--- src/rtl/reload_seq_pkg.sv ---
package reload_seq_pkg;

  localparam int REG_W      = 8;
  localparam int NUM_STAGES = 5;

  // stage positions in the strobe vector (run order)
  localparam int STG_FUSE   = 0;
  localparam int STG_ECC    = 1;
  localparam int STG_SHADOW = 2;
  localparam int STG_PWRCTL = 3;
  localparam int STG_BUTTON = 4;

  // mask bit positions
  localparam int MB_FUSE   = 1;
  localparam int MB_ECC    = 2;
  localparam int MB_SHADOW = 3;
  localparam int MB_PWRCTL = 4;
  localparam int MB_FORCE  = 5;
  localparam int MB_BUTTON = 6;
  localparam int MB_START  = 7;

  localparam logic [NUM_STAGES-1:0] ALL_STAGES = '1;

  typedef enum logic [1:0] {SEQ_IDLE, SEQ_OFF, SEQ_RUN} seq_state_t;

  function automatic logic [NUM_STAGES-1:0] stages_from_mask(input logic [REG_W-1:0] m);
    logic [NUM_STAGES-1:0] s;
    s[STG_FUSE]   = m[MB_FUSE];
    s[STG_ECC]    = m[MB_ECC];
    s[STG_SHADOW] = m[MB_SHADOW];
    s[STG_PWRCTL] = m[MB_PWRCTL];
    s[STG_BUTTON] = m[MB_BUTTON];
    return s;
  endfunction

endpackage

--- src/rtl/reload_cfg_regs.sv ---
module reload_cfg_regs
  import reload_seq_pkg::*;
(
  input  logic             clk,
  input  logic             rst,
  input  logic             wr_en,
  input  logic             wr_sel,
  input  logic [REG_W-1:0] wr_data,
  input  logic             busy,
  input  logic             clr_start,
  output logic [REG_W-1:0] mask_q,
  output logic             pwr_cycle_q,
  output logic             start_req
);

  logic wr_ok;
  assign wr_ok     = wr_en && !busy;
  assign start_req = wr_ok && !wr_sel && wr_data[MB_START];

  always_ff @(posedge clk) begin
    if (rst) begin
      mask_q      <= '0;
      pwr_cycle_q <= 1'b0;
    end else begin
      if (wr_ok && !wr_sel)
        mask_q <= wr_data;
      else if (clr_start)
        mask_q[MB_START] <= 1'b0;
      if (wr_ok && wr_sel)
        pwr_cycle_q <= wr_data[0];
    end
  end

  AST_MASK_HELD_BUSY: assert property (@(posedge clk) disable iff (rst)
    (busy && wr_en) |=> (mask_q[MB_START-1:0] == $past(mask_q[MB_START-1:0]))
                        && (pwr_cycle_q == $past(pwr_cycle_q)));

endmodule

--- src/rtl/reload_lowest_pick.sv ---
module reload_lowest_pick #(
  parameter int N = 5
) (
  input  logic [N-1:0] req,
  output logic [N-1:0] grant
);

  logic [N-1:0] seen;
  assign seen[0] = 1'b0;

  for (genvar i = 0; i < N; i++) begin : g_pick
    assign grant[i] = req[i] & ~seen[i];
    if (i < N-1) begin : g_chain
      assign seen[i+1] = seen[i] | req[i];
    end
  end

endmodule

--- src/rtl/reload_ctrl.sv ---
module reload_ctrl
  import reload_seq_pkg::*;
#(
  parameter int OFF_CYCLES = 4
) (
  input  logic                  clk,
  input  logic                  rst,
  input  logic                  mask_start,
  input  logic [NUM_STAGES-1:0] mask_stages,
  input  logic                  mask_force,
  input  logic                  pwr_cycle,
  input  logic                  btn_event,
  input  logic                  ecc_on,
  output logic [NUM_STAGES-1:0] stb_q,
  output logic                  force_q,
  output logic                  corr_q,
  output logic                  off_req_q,
  output logic                  busy_q,
  output logic                  done_q,
  output logic                  finish
);

  localparam int OFF_W = $clog2(OFF_CYCLES + 1);
  localparam logic [OFF_W-1:0] OFF_LAST = OFF_W'(OFF_CYCLES - 1);

  seq_state_t            state;
  logic [NUM_STAGES-1:0] pend;
  logic [NUM_STAGES-1:0] grant;
  logic [OFF_W-1:0]      off_cnt;
  logic                  keep_force;

  reload_lowest_pick #(.N(NUM_STAGES)) i_pick (
    .req   (pend),
    .grant (grant)
  );

  assign finish = (state == SEQ_RUN) && (pend == '0);

  always_ff @(posedge clk) begin
    if (rst) begin
      state      <= SEQ_IDLE;
      pend       <= '0;
      off_cnt    <= '0;
      keep_force <= 1'b0;
      stb_q      <= '0;
      force_q    <= 1'b0;
      corr_q     <= 1'b0;
      off_req_q  <= 1'b0;
      busy_q     <= 1'b0;
      done_q     <= 1'b0;
    end else begin
      stb_q   <= '0;
      force_q <= 1'b0;
      corr_q  <= 1'b0;
      done_q  <= 1'b0;
      case (state)
        SEQ_IDLE: begin
          if (mask_start) begin
            pend       <= mask_stages;
            keep_force <= mask_force;
            busy_q     <= 1'b1;
            if (pwr_cycle) begin
              state     <= SEQ_OFF;
              off_req_q <= 1'b1;
              off_cnt   <= '0;
            end else begin
              state <= SEQ_RUN;
            end
          end else if (btn_event) begin
            pend       <= ALL_STAGES;
            keep_force <= 1'b0;
            busy_q     <= 1'b1;
            state      <= SEQ_RUN;
          end
        end
        SEQ_OFF: begin
          if (off_cnt == OFF_LAST) begin
            off_req_q <= 1'b0;
            state     <= SEQ_RUN;
          end else begin
            off_cnt <= off_cnt + 1'b1;
          end
        end
        SEQ_RUN: begin
          if (finish) begin
            busy_q <= 1'b0;
            done_q <= 1'b1;
            state  <= SEQ_IDLE;
          end else begin
            stb_q   <= grant;
            pend    <= pend & ~grant;
            force_q <= grant[STG_PWRCTL] & keep_force;
            corr_q  <= grant[STG_SHADOW] & ecc_on;
          end
        end
        default: state <= SEQ_IDLE;
      endcase
    end
  end

  AST_STB_ONEHOT: assert property (@(posedge clk) disable iff (rst)
    $onehot0(stb_q));
  AST_IDLE_QUIET: assert property (@(posedge clk) disable iff (rst)
    !busy_q |-> (stb_q == '0 && !off_req_q));
  AST_FORCE_WITH_PWRCTL: assert property (@(posedge clk) disable iff (rst)
    force_q |-> stb_q[STG_PWRCTL]);
  AST_CORR_WITH_SHADOW: assert property (@(posedge clk) disable iff (rst)
    corr_q |-> stb_q[STG_SHADOW]);
  AST_OFF_QUIET: assert property (@(posedge clk) disable iff (rst)
    off_req_q |-> (stb_q == '0));
  AST_OFF_AT_START: assert property (@(posedge clk) disable iff (rst)
    $rose(off_req_q) |-> !$past(busy_q));
  AST_DONE_ENDS_BUSY: assert property (@(posedge clk) disable iff (rst)
    done_q |-> !busy_q);
  AST_BUSY_FALL_DONE: assert property (@(posedge clk) disable iff (rst)
    $fell(busy_q) |-> done_q);

endmodule

--- src/rtl/cfg_reload_seq.sv ---
module cfg_reload_seq
  import reload_seq_pkg::*;
#(
  parameter int OFF_CYCLES = 4
) (
  input  logic       clk,
  input  logic       rst,
  input  logic       cfg_wr_en,
  input  logic       cfg_wr_sel,
  input  logic [7:0] cfg_wr_data,
  input  logic       btn_turn_on,
  input  logic       ecc_enable,
  output logic       stb_fuse_latch,
  output logic       stb_ecc_reload,
  output logic       stb_shadow_reload,
  output logic       shadow_corrected,
  output logic       stb_pwrctl_reload,
  output logic       pwrctl_force,
  output logic       stb_button_cfg,
  output logic       off_req,
  output logic       busy,
  output logic       done,
  output logic [7:0] mask_q,
  output logic       pwr_cycle_q
);

  logic                  start_req;
  logic                  finish;
  logic [NUM_STAGES-1:0] stb;

  reload_cfg_regs i_regs (
    .clk         (clk),
    .rst         (rst),
    .wr_en       (cfg_wr_en),
    .wr_sel      (cfg_wr_sel),
    .wr_data     (cfg_wr_data),
    .busy        (busy),
    .clr_start   (finish),
    .mask_q      (mask_q),
    .pwr_cycle_q (pwr_cycle_q),
    .start_req   (start_req)
  );

  reload_ctrl #(.OFF_CYCLES(OFF_CYCLES)) i_ctrl (
    .clk         (clk),
    .rst         (rst),
    .mask_start  (start_req),
    .mask_stages (stages_from_mask(cfg_wr_data)),
    .mask_force  (cfg_wr_data[MB_FORCE]),
    .pwr_cycle   (pwr_cycle_q),
    .btn_event   (btn_turn_on),
    .ecc_on      (ecc_enable),
    .stb_q       (stb),
    .force_q     (pwrctl_force),
    .corr_q      (shadow_corrected),
    .off_req_q   (off_req),
    .busy_q      (busy),
    .done_q      (done),
    .finish      (finish)
  );

  assign stb_fuse_latch    = stb[STG_FUSE];
  assign stb_ecc_reload    = stb[STG_ECC];
  assign stb_shadow_reload = stb[STG_SHADOW];
  assign stb_pwrctl_reload = stb[STG_PWRCTL];
  assign stb_button_cfg    = stb[STG_BUTTON];

  AST_START_CLEARED: assert property (@(posedge clk) disable iff (rst)
    done |-> !mask_q[MB_START]);

endmodule

--- config.mk ---
export PLATFORM = sky130hd
export DESIGN_NAME = cfg_reload_seq
export DESIGN_NICKNAME = d
export VERILOG_FILES = /design/src/rtl/reload_seq_pkg.sv /design/src/rtl/reload_cfg_regs.sv /design/src/rtl/reload_lowest_pick.sv /design/src/rtl/reload_ctrl.sv /design/src/rtl/cfg_reload_seq.sv
export SDC_FILE = /design/constraint.sdc
export NUM_CORES = 1
export LEC_CHECK = 0
export BUFFER_PORTS_ARGS = -buffer_cell sky130_fd_sc_hd__buf_4
export CAP_MARGIN = 30
export CELL_PAD_IN_SITES_DETAIL_PLACEMENT = 0
export CELL_PAD_IN_SITES_GLOBAL_PLACEMENT = 1
export CORE_MARGIN = 2
export CORE_UTILIZATION = 39
export DETAILED_ROUTE_END_ITERATION = 7
export GPL_TIMING_DRIVEN = 0
export HOLD_SLACK_MARGIN = 0.1
export PLACE_DENSITY_LB_ADDON = 0.3
export SYNTH_ARGS = -nofsm -noshare
export SYNTH_HDL_FRONTEND = slang
export SYNTH_HIERARCHICAL = 1
export SYNTH_SLANG_ARGS = --single-unit
--- constraint.sdc ---
create_clock -name clk -period 2.3 [get_ports clk]
set_input_delay 0.345 -clock clk [delete_from_list [all_inputs] [get_ports clk]]
set_output_delay 0.345 -clock clk [all_outputs]
set_load 0.005 [all_outputs]
==> results.py, run 1 <==
metrics = {
    "routing": {
        "first_pass_iters": 4,
        "antenna_left": 0,
        "wl_per_cell_um": 13.0,
        "first_iter_violations": 50,
        "viasPerCell": 5.10,
        "vias": 1179,
        "drc": 0,
        "wl_um": 3000,
    },
    "clocking": {
        "cts_buffer_depth": 2,
        "cts.sinks": 30,
        "cts_hold_buf": 0,
        "clk_pin_slew_ps": 90,
        "htreeDepth": 2,
        "cts_buffers": 5,
        "clk-insertion-delay-late_ps": 330,
        "root_buffer": "clkbuf_4",
        "cts_tree": "done",
        "post_cts_resized": 0,
        "postCtsSetupRepairBufs": 0,
    },
    "sta": {
        "tns_ps": 0,
        "slew_viol_final": 0,
        "fin_crit_ps": 1860,
        "rsz0062_at_grt": "no",
        "finalSetupViolations": 0,
        "tightest_slew_ps": 528,
        "slew_headroom_pct": 64.5,
        "hold_viol": 0,
        "fmax_mhz": 538,
        "skew_ps": 10.5,
        "hold_ws_ps": 248,
        "min_period_over_period_pct": 80.9,
    },
    "yosys": {
        "syn_area_um2": 1410,
        "synth_fp_nets": 161,
        "yosysWarnings": 6,
        "synth_seq_cells": 30,
        "syn_inst": 145,
        "synth.avg_cell_area_um2": 9.69,
        "synthDistinctLibCells": 38,
        "yosysSeqAreaShare_pct": 42.7,
    },
    "floorplanning": {
        "rows": 21,
        "die_y_um": 64.0,
        "start_util_pct": 41.5,
        "die_w_um": 64.0,
        "fp.coreArea_um2": 3390,
        "die_area_um2": 4100,
        "io_pins": 33,
    },
    "final_layout": {
        "drive_gt1_share_pct": 28.6,
        "n_fill_cell": 321,
        "syn_to_final_growth_pct": 26.8,
        "final_util_pct": 52.6,
        "final_cell_mix": "34 x buf_4, 30 x dfxtp_1, 19 x nand2b_1",
        "num_antenna_cells": 0,
        "finalNonFillerCells": 231,
        "final_common_cell": "buf_4",
        "nets": 200,
    },
    "grt": {
        "track_usage_pct": 16.3,
        "antenna_found_initial": 0,
        "grt.overflow.total": 0,
        "grt_pass1_wl_um": 5110,
        "grt_max_degree": 11,
        "grt_pass1_vias": 1157,
    },
    "critical_path": {
        "worstPathRequired_ps": 2560,
        "critPathLaunchType": "flop",
        "cp_slowest_cell": "dfxtp_1",
        "arrival_ps": 2120,
        "r2r_start": "i_ctrl/busy_q",
        "max_stage_delay_ps": 350,
        "crit_start": "i_ctrl/busy_q",
        "crit_type": "reg2reg",
        "critical_path.top_delay_family": "simple AND/OR/NAND/NOR gates",
        "end_kind": "flop",
        "worst_r2r_path_depth": 7,
        "cp-endpoint": "i_ctrl/off_cnt[1]",
        "path_max_fanout": 10,
        "worst-path-buf-inv": 2,
        "path_cells": "nor3b_2, buf_4, and2_1, buf_2, nand3b_1, a21oi_1, mux2i_1",
        "cp_num_cells": 7,
        "reg2reg_setup_slack_ps": 440,
        "r2r_end": "i_ctrl/off_cnt[1]",
    },
    "place": {
        "io_buffers": 32,
        "routabilityCongestion": 0.748,
        "dp_hpwl_um": 2280,
        "placedCellCount": 223,
    },
    "worst_hold_path": {
        "hold_class": "in2reg",
        "holdCritStartpoint": "ecc_enable",
    },
    "pwr": {
        "ir_drop_uv": 349,
        "power_density_nw_per_um2": 645,
        "p_leak_nw": 0.732,
    },
    "run_status": {
        "outcome": "completed",
    },
    "job": {
        "cap_violations": 0,
    },
}
## flip-flops by register name (all words and copies together) (netlist names), 2 cells and up
register        count
i_ctrl/stb_q        5
i_ctrl/off_cnt      3
i_ctrl/pend         5
i_ctrl/state        2
i_regs/mask_q       8
## synthesized netlist by cell type
cell / n / area, um2
dfxtp_1: 30 / 601
nand2b_1: 19 / 119
mux2i_1: 11 / 110
a21oi_1: 8 / 40.0
nor2b_1: 8 / 50.1
and2_1: 7 / 43.8
o21ai_0: 6 / 30.0
o311ai_0: 5 / 43.8
buf_2: 4 / 20.0
inv_1: 4 / 15.0
and3_1: 3 / 18.8
nand2_1: 3 / 11.3
nor2_1: 3 / 11.3
nor3_1: 3 / 15.0
buf_4: 2 / 15.0
clkbuf_1: 2 / 7.51
ha_1: 2 / 25.0
nand3b_1: 2 / 15.0
nand4b_1: 2 / 17.5
o31ai_1: 2 / 15.0
or3b_1: 2 / 17.5
a2111oi_1: 1 / 10.0
a21oi_2: 1 / 8.76
and3b_1: 1 / 8.76
clkinv_1: 1 / 3.75
nand3_1: 1 / 5.00
nor3b_1: 1 / 7.51
nor3b_2: 1 / 12.5
nor4_1: 1 / 6.26
nor4_2: 1 / 12.5
nor4b_2: 1 / 15.0
nor4b_4: 1 / 23.8
o21a_1: 1 / 7.51
o21bai_1: 1 / 7.51
o41ai_1: 1 / 8.76
or3_1: 1 / 6.26
or3b_2: 1 / 8.76
or4_4: 1 / 11.3
## final cells by class
| type | count | area, um2 | share of cell area (%) |
|---|---|---|---|
| clock buffers | 8 | 78.8 | 4.42 |
| multi-input cells | 102 | 743 | 41.7 |
| inverters | 5 | 18.8 | 1.05 |
| repair buffers | 32 | 240 | 13.5 |
| plain buffers | 8 | 42.5 | 2.39 |
| well taps | 46 | 57.6 | 3.23 |
| flip-flops and latches | 30 | 601 | 33.7 |
## per-stage QoR
stage          worst slack [ps]  cell area (um2)  power (mW)
3_3_place_gp                378             1700       0.770
4_1_cts                     415             1780        1.16
5_1_grt                     222             1780        1.21
6_report                    440             1780        1.15
2_1_floorplan               639             1410       0.701
3_5_place_dp                341             1700       0.777
## worst reg2reg max path, cell delays in order, from the launching register on
cell	delay [ps]
dfxtp_1	350
nor3b_2	170
buf_4	210
and2_1	180
buf_2	200
nand3b_1	90
a21oi_1	350
mux2i_1	220
## metal layers
metal  wire length, um  up-vias  share of wire [%]  track usage [%]
met4                46        0                1.5             8.15
met3               154        5                5.1             4.23
met1              1320      550                 44             19.4
met5                 0        -                  0                0
met2              1480       30                 49             27.1
li1                  -      594                  -                -
## kinds of logic (layout without fill, tap and decap cells)
family | Yosys count | after routing | share of synthesized area (%)
mux | 11 | 11 | 7.84
fa+ha+maj | 2 | 2 | 1.78
compound gates | 26 | 26 | 12.2
simple gates | 63 | 63 | 31.1
flops | 30 | 30 | 42.7
buf+inv | 13 | 53 | 4.36
## power breakdown
| group | internal [mW] | switching (mW) | total, mW |
|---|---|---|---|
| sequential | 0.549 | 0.0306 | 0.579 |
| combinational | 0.0996 | 0.0857 | 0.185 |
| clock | 0.209 | 0.175 | 0.384 |
## how the worst min path moves through the flow
stage / to / depth (start not counted)
6_report: i_ctrl/corr_q / 2
5_1_grt: i_ctrl/corr_q / 2
4_1_cts: i_ctrl/corr_q / 2
3_5_place_dp: i_ctrl/off_cnt[1] / 2
3_3_place_gp: i_ctrl/off_cnt[1] / 2
2_1_floorplan: i_ctrl/off_cnt[1] / 2
Power figures use the tool's default switching activity.
==> run 2, diff against run 1 <==
- CORE_UTILIZATION: 39 -> 36
- clock period: 2.3 -> 1.5 ns (I/O delays scaled with it)
==> results.py, run 2 (synthesized netlist as in run 1, its figures left out) <==
metrics = {
    "run_status": {
        "outcome": "completed",
    },
    "sta": {
        "worst_slack_ps": 11.4,
        "tightest_slew_ps": 509,
        "skew_ps": 6.03,
        "min_period_over_period_pct": 99.2,
        "hold_ws_ps": 177,
        "slew_viol_final": 0,
        "hold_viol": 0,
        "rsz0062_at_grt": "yes",
        "finalSetupViolations": 0,
        "fmax_mhz": 672,
        "fin_crit_ps": 1490,
        "slew_headroom_pct": 65.8,
    },
    "final_layout": {
        "final_common_cell": "buf_4",
        "finalNonFillerCells": 241,
        "top_regs": "i_regs/mask_q x8, i_ctrl/pend x5, i_ctrl/stb_q x5",
        "final_cell_mix": "41 x buf_4, 26 x dfxtp_1, 19 x nand2b_1",
        "top_register": "i_regs/mask_q",
        "nets": 208,
        "syn_to_final_growth_pct": 36.6,
        "drive_gt1_share_pct": 36.8,
        "largest_register_ff_count": 8,
        "num_antenna_cells": 0,
        "n_fill_cell": 348,
    },
    "critical_path": {
        "crit_type": "reg2reg",
        "reg2reg_setup_slack_ps": 10,
        "worstPathRequired_ps": 1670,
        "max_stage_delay_ps": 550,
        "critical_path.top_delay_family": "simple AND/OR/NAND/NOR gates",
        "worst_r2r_path_depth": 4,
        "r2r_start": "i_ctrl/pend[0]",
        "critPathLaunchType": "flop",
        "path_max_fanout": 2,
        "arrival_ps": 1660,
        "path_cells": "or4_4, nor4b_4, or3b_1, mux2i_1",
        "end_kind": "flop",
        "worst-path-buf-inv": 0,
        "cp_slowest_cell": "or4_4",
        "r2r_end": "i_regs/mask_q[7]",
    },
    "grt": {
        "busiest_layer": "met2",
        "track_usage_pct": 15.1,
        "antenna_found_initial": 0,
        "met3_usage_pct": 4.05,
        "met1_usage_pct": 19.7,
        "grt_pass1_wl_um": 5060,
        "grt_pass1_vias": 1125,
        "grt_max_degree": 11,
        "grt.overflow.total": 0,
        "grt_util_met2_pct": 23.6,
    },
    "place": {
        "preCtsSetupSlack_ps": -171,
        "placedCellCount": 225,
        "routabilityCongestion": 0.757,
        "io_buffers": 32,
        "dp_hpwl_um": 2210,
    },
    "routing": {
        "vias": 1181,
        "wl_per_cell_um": 12.3,
        "drc": 0,
        "antenna_left": 0,
        "wl_um": 2970,
        "first_iter_violations": 70,
        "first_pass_iters": 4,
        "viasPerCell": 4.90,
    },
    "clocking": {
        "cts_buffer_depth": 2,
        "cts_tree": "done",
        "cts_hold_buf": 0,
        "clk-insertion-delay-late_ps": 280,
        "root_buffer": "clkbuf_8",
        "cts_buffers": 5,
        "clk_pin_slew_ps": 60,
        "htreeDepth": 2,
        "cts.sinks": 30,
    },
    "floorplanning": {
        "die_w_um": 66.5,
        "start_util_pct": 37.8,
        "die_area_um2": 4420,
        "rows": 22,
        "fp.coreArea_um2": 3720,
        "io_pins": 33,
        "die_y_um": 66.5,
    },
    "pwr": {
        "p_leak_nw": 0.804,
        "power.total_mw": 1.88,
        "power_density_nw_per_um2": 979,
        "ir_drop_uv": 399,
    },
    "worst_hold_path": {
        "min_delay_worst_endpoint": "i_ctrl/corr_q",
        "hold_class": "in2reg",
        "holdCritStartpoint": "ecc_enable",
        "hold_depth": 2,
    },
    "job": {
        "cap_violations": 0,
    },
}
-- run 2: metal layers --
layer | vias up | share of wire, %
li1 | 608 | -
met1 | 541 | 46
met2 | 27 | 48
met3 | 5 | 4.5
met4 | 0 | 1.0
met5 | - | 0
-- run 2: worst max path at each step --
| stage | startpoint | end | cells after the start |
|---|---|---|---|
| 6_report | i_ctrl/pend[0] | i_regs/mask_q[7] | 4 |
| 5_1_grt | i_ctrl/busy_q | i_ctrl/busy_q | 7 |
| 4_1_cts | i_ctrl/busy_q | i_ctrl/off_cnt[0] | 7 |
| 3_5_place_dp | cfg_wr_sel | i_ctrl/off_cnt[0] | 8 |
| 3_3_place_gp | cfg_wr_sel | i_ctrl/off_cnt[0] | 8 |
| 2_1_floorplan | i_ctrl/busy_q | i_ctrl/off_cnt[0] | 7 |
-- run 2: what timing repair did --
| item | 4_1_cts | 5_1_grt |
|---|---|---|
| setup buffers | 5 | 3 |
| setup endpoints to repair | 12 | 17 |
| endpoints found under the hold margin | 0 | 0 |
| pin swaps | 5 | 4 |
| gates resized for setup | 7 | 12 |
-- run 2: final cells by class --
cell class              count  area, um2  area share, %
well taps                  48       60.1           3.13
clock buffers               7       86.3           4.50
inverters                   5       18.8          0.978
multi-input cells         102        785           40.9
clock inverters             1       5.00          0.261
repair buffers             40        300           15.6
flip-flops and latches     30        611           31.8
plain buffers               8       53.8           2.80
-- run 2: power breakdown --
group	internal (mW)	leakage (nW)	total [mW]	switching, mW
clock	0.369	0.0482	0.656	0.287
sequential	0.845	0.246	0.884	0.0386
combinational	0.185	0.509	0.339	0.154
-- run 2: through the flow --
| step | TNS (ps) | cell area (um2) | util (%) |
|---|---|---|---|
| finish | 0 | 1920 | 51.6 |
| global route | -271 | 1920 | 51.6 |
| CTS | -8.75 | 1870 | 50.2 |
| detailed placement | -1210 | 1720 | 46.2 |
| global placement | -999 | 1720 | 46.2 |
| floorplan | 0 | 1420 | - |
==> run 3, diff against run 2 <==
- ABC_AREA: default -> 1
- CORE_UTILIZATION: 36 -> 33
- SYNTH_HIERARCHICAL: 1 -> default
==> results.py, run 3 <==
metrics = {
    "floorplanning": {
        "fp.coreArea_um2": 3970,
        "io_pins": 33,
        "start_util_pct": 33.9,
        "die_area_um2": 4600,
        "die_w_um": 67.8,
        "die_y_um": 67.8,
        "rows": 23,
    },
    "final_layout": {
        "final_common_cell": "nand2_1",
        "num_antenna_cells": 0,
        "largest_register_ff_count": 8,
        "drive_gt1_share_pct": 27.1,
        "top_regs": "i_regs.mask_q x8, i_ctrl.pend x5, i_ctrl.stb_q x5",
        "final_util_pct": 43.2,
        "nets": 234,
        "top_register": "i_regs.mask_q",
        "final_cell_mix": "37 x nand2_1, 31 x buf_4, 30 x dfxtp_1",
        "syn_to_final_growth_pct": 27.6,
    },
    "yosys": {
        "syn_area_um2": 1350,
        "synth_seq_cells": 30,
        "synth_edf_count": 0,
        "synth_fp_nets": 196,
        "synth.most_common_cell": "nand2_1",
        "synth.largest_area_cell": "dfxtp_1",
        "synth_common_cells": "37 x nand2_1, 30 x dfxtp_1, 22 x inv_1",
        "netlist_top_cells_area": "dfxtp_1 45%, nand2_1 10%, nand3_1 7.1%, inv_1 6.1%, a21oi_1 6.0%",
        "synth.avg_cell_area_um2": 7.47,
        "async_flop_share_pct": 0,
        "yosys.area.top_type_share_pct": 44.7,
        "syn_inst": 180,
        "yosysWarnings": 0,
        "dominantRegCellSynth": "dfxtp_1",
        "synthDistinctLibCells": 24,
        "yosysSeqAreaShare_pct": 44.7,
    },
    "sta": {
        "slew_viol_final": 0,
        "slew_headroom_pct": 65.3,
        "hold_viol": 0,
        "finalSetupViolations": 0,
        "fmax_mhz": 749,
        "skew_ps": 2.80,
        "tns_ps": 0,
        "fin_crit_ps": 1340,
        "tightest_slew_ps": 520,
        "min_period_over_period_pct": 89.0,
        "rsz0062_at_grt": "no",
    },
    "critical_path": {
        "worst_r2r_path_depth": 6,
        "critPathLaunchType": "flop",
        "r2r_start": "i_ctrl.off_cnt[0]",
        "reg2reg_setup_slack_ps": 160,
        "crit_type": "reg2reg",
        "path_max_fanout": 7,
        "end_kind": "flop",
        "crit_start": "i_ctrl.off_cnt[0]",
        "r2r_end": "i_ctrl.off_cnt[0]",
        "arrival_ps": 1500,
        "worstPathRequired_ps": 1670,
    },
    "pwr": {
        "power_density_nw_per_um2": 1460,
        "ir_drop_uv": 480,
        "p_leak_nw": 0.816,
    },
    "clocking": {
        "cts_buffer_depth": 2,
        "cts_tree": "done",
        "postCtsSetupRepairBufs": 0,
        "root_buffer": "clkbuf_8",
        "post_cts_resized": 0,
        "cts_hold_buf": 0,
        "cts_buffers": 5,
        "htreeDepth": 2,
        "clk_pin_slew_ps": 60,
        "clk-insertion-delay-late_ps": 280,
        "cts.sinks": 30,
    },
    "routing": {
        "viasPerCell": 4.54,
        "vias": 1216,
        "wl_um": 2960,
        "drc": 0,
        "wl_per_cell_um": 11.1,
        "antenna_left": 0,
        "first_iter_violations": 59,
        "first_pass_iters": 4,
    },
    "grt": {
        "grt.overflow.total": 0,
        "grt_max_degree": 11,
        "antenna_found_initial": 0,
        "grt_pass1_wl_um": 4750,
        "track_usage_pct": 14.2,
        "grt_pass1_vias": 1091,
    },
    "job": {
        "cap_violations": 0,
    },
    "worst_hold_path": {
        "hold_depth": 2,
        "min_delay_worst_endpoint": "i_ctrl.corr_q",
        "holdCritStartpoint": "ecc_enable",
        "hold_class": "in2reg",
    },
    "run_status": {
        "outcome": "completed",
    },
    "place": {
        "io_buffers": 31,
        "routabilityCongestion": 0.738,
        "dp_hpwl_um": 2190,
    },
}
-- run 3: cell count changes after synthesis, moves of 11 or more --
cell	before	now
nand2_1	3	37
nand2b_1	19	0
inv_1	4	22
nand3_1	1	19
nor2_1	3	17
mux2i_1	11	0
-- run 3: final cells by class --
type	count	area, um2
well taps	50	62.6
flip-flops and latches	30	601
plain buffers	4	18.8
fillers	457	2250
inverters	27	101
clock buffers	7	76.3
multi-input cells	119	624
repair buffers	31	233
-- run 3: cell families (layout without fill, tap and decap cells) --
group           Yosys count  count (layout)  synth area share [%]
compound gates           23              23                  9.58
fa+ha+maj                 2               2                  1.86
buf+inv                  31              69                  8.93
flops                    30              30                  44.7
simple gates             94              94                  35.0
-- run 3: worst max-delay path: stages (launching register included) --
cell     delay [ps]
dfxtp_1         330
ha_1            200
ha_1            200
nor2_2          170
o21ai_4         110
o21ai_0         170
nor2_1           50
-- run 3: layer usage --
layer  vias to the layer above  GRT usage (%)  share of wire, %
met1                       526           17.1                47
met5                         -              0                 0
met4                         0           8.25               1.3
met2                        34           22.1                46
li1                        652              -                 -
met3                         4           4.61               6.0
-- run 3: worst max path at each step --
stage | slack (ps) | to
after global routing | 70 | i_ctrl.off_cnt[0]
final | 160 | i_ctrl.off_cnt[0]
after detailed placement | 150 | i_ctrl.pend[1]
after floorplan | 270 | i_ctrl.off_cnt[0]
after global placement | 170 | i_ctrl.off_cnt[0]
after CTS | 170 | i_ctrl.off_cnt[0]
-- run 3: power by group --
part | switching (mW) | internal [mW]
Sequential | 0.0961 | 0.925
Combinational | 0.564 | 0.316
Clock | 0.279 | 0.319
Total | 0.939 | 1.56
-- run 3: metrics by stage --
step                cell area (um2)  setup slack [ps]  instances  power [mW]  hold WS (ps)
floorplan                      1350               268        180        1.68           382
global placement               1640               172        261        1.92           440
detailed placement             1640               147        261        1.92           445
CTS                            1720               171        268        2.53           181
global route                   1720              70.9        268        2.71           206
finish                         1720               165        268        2.50           186
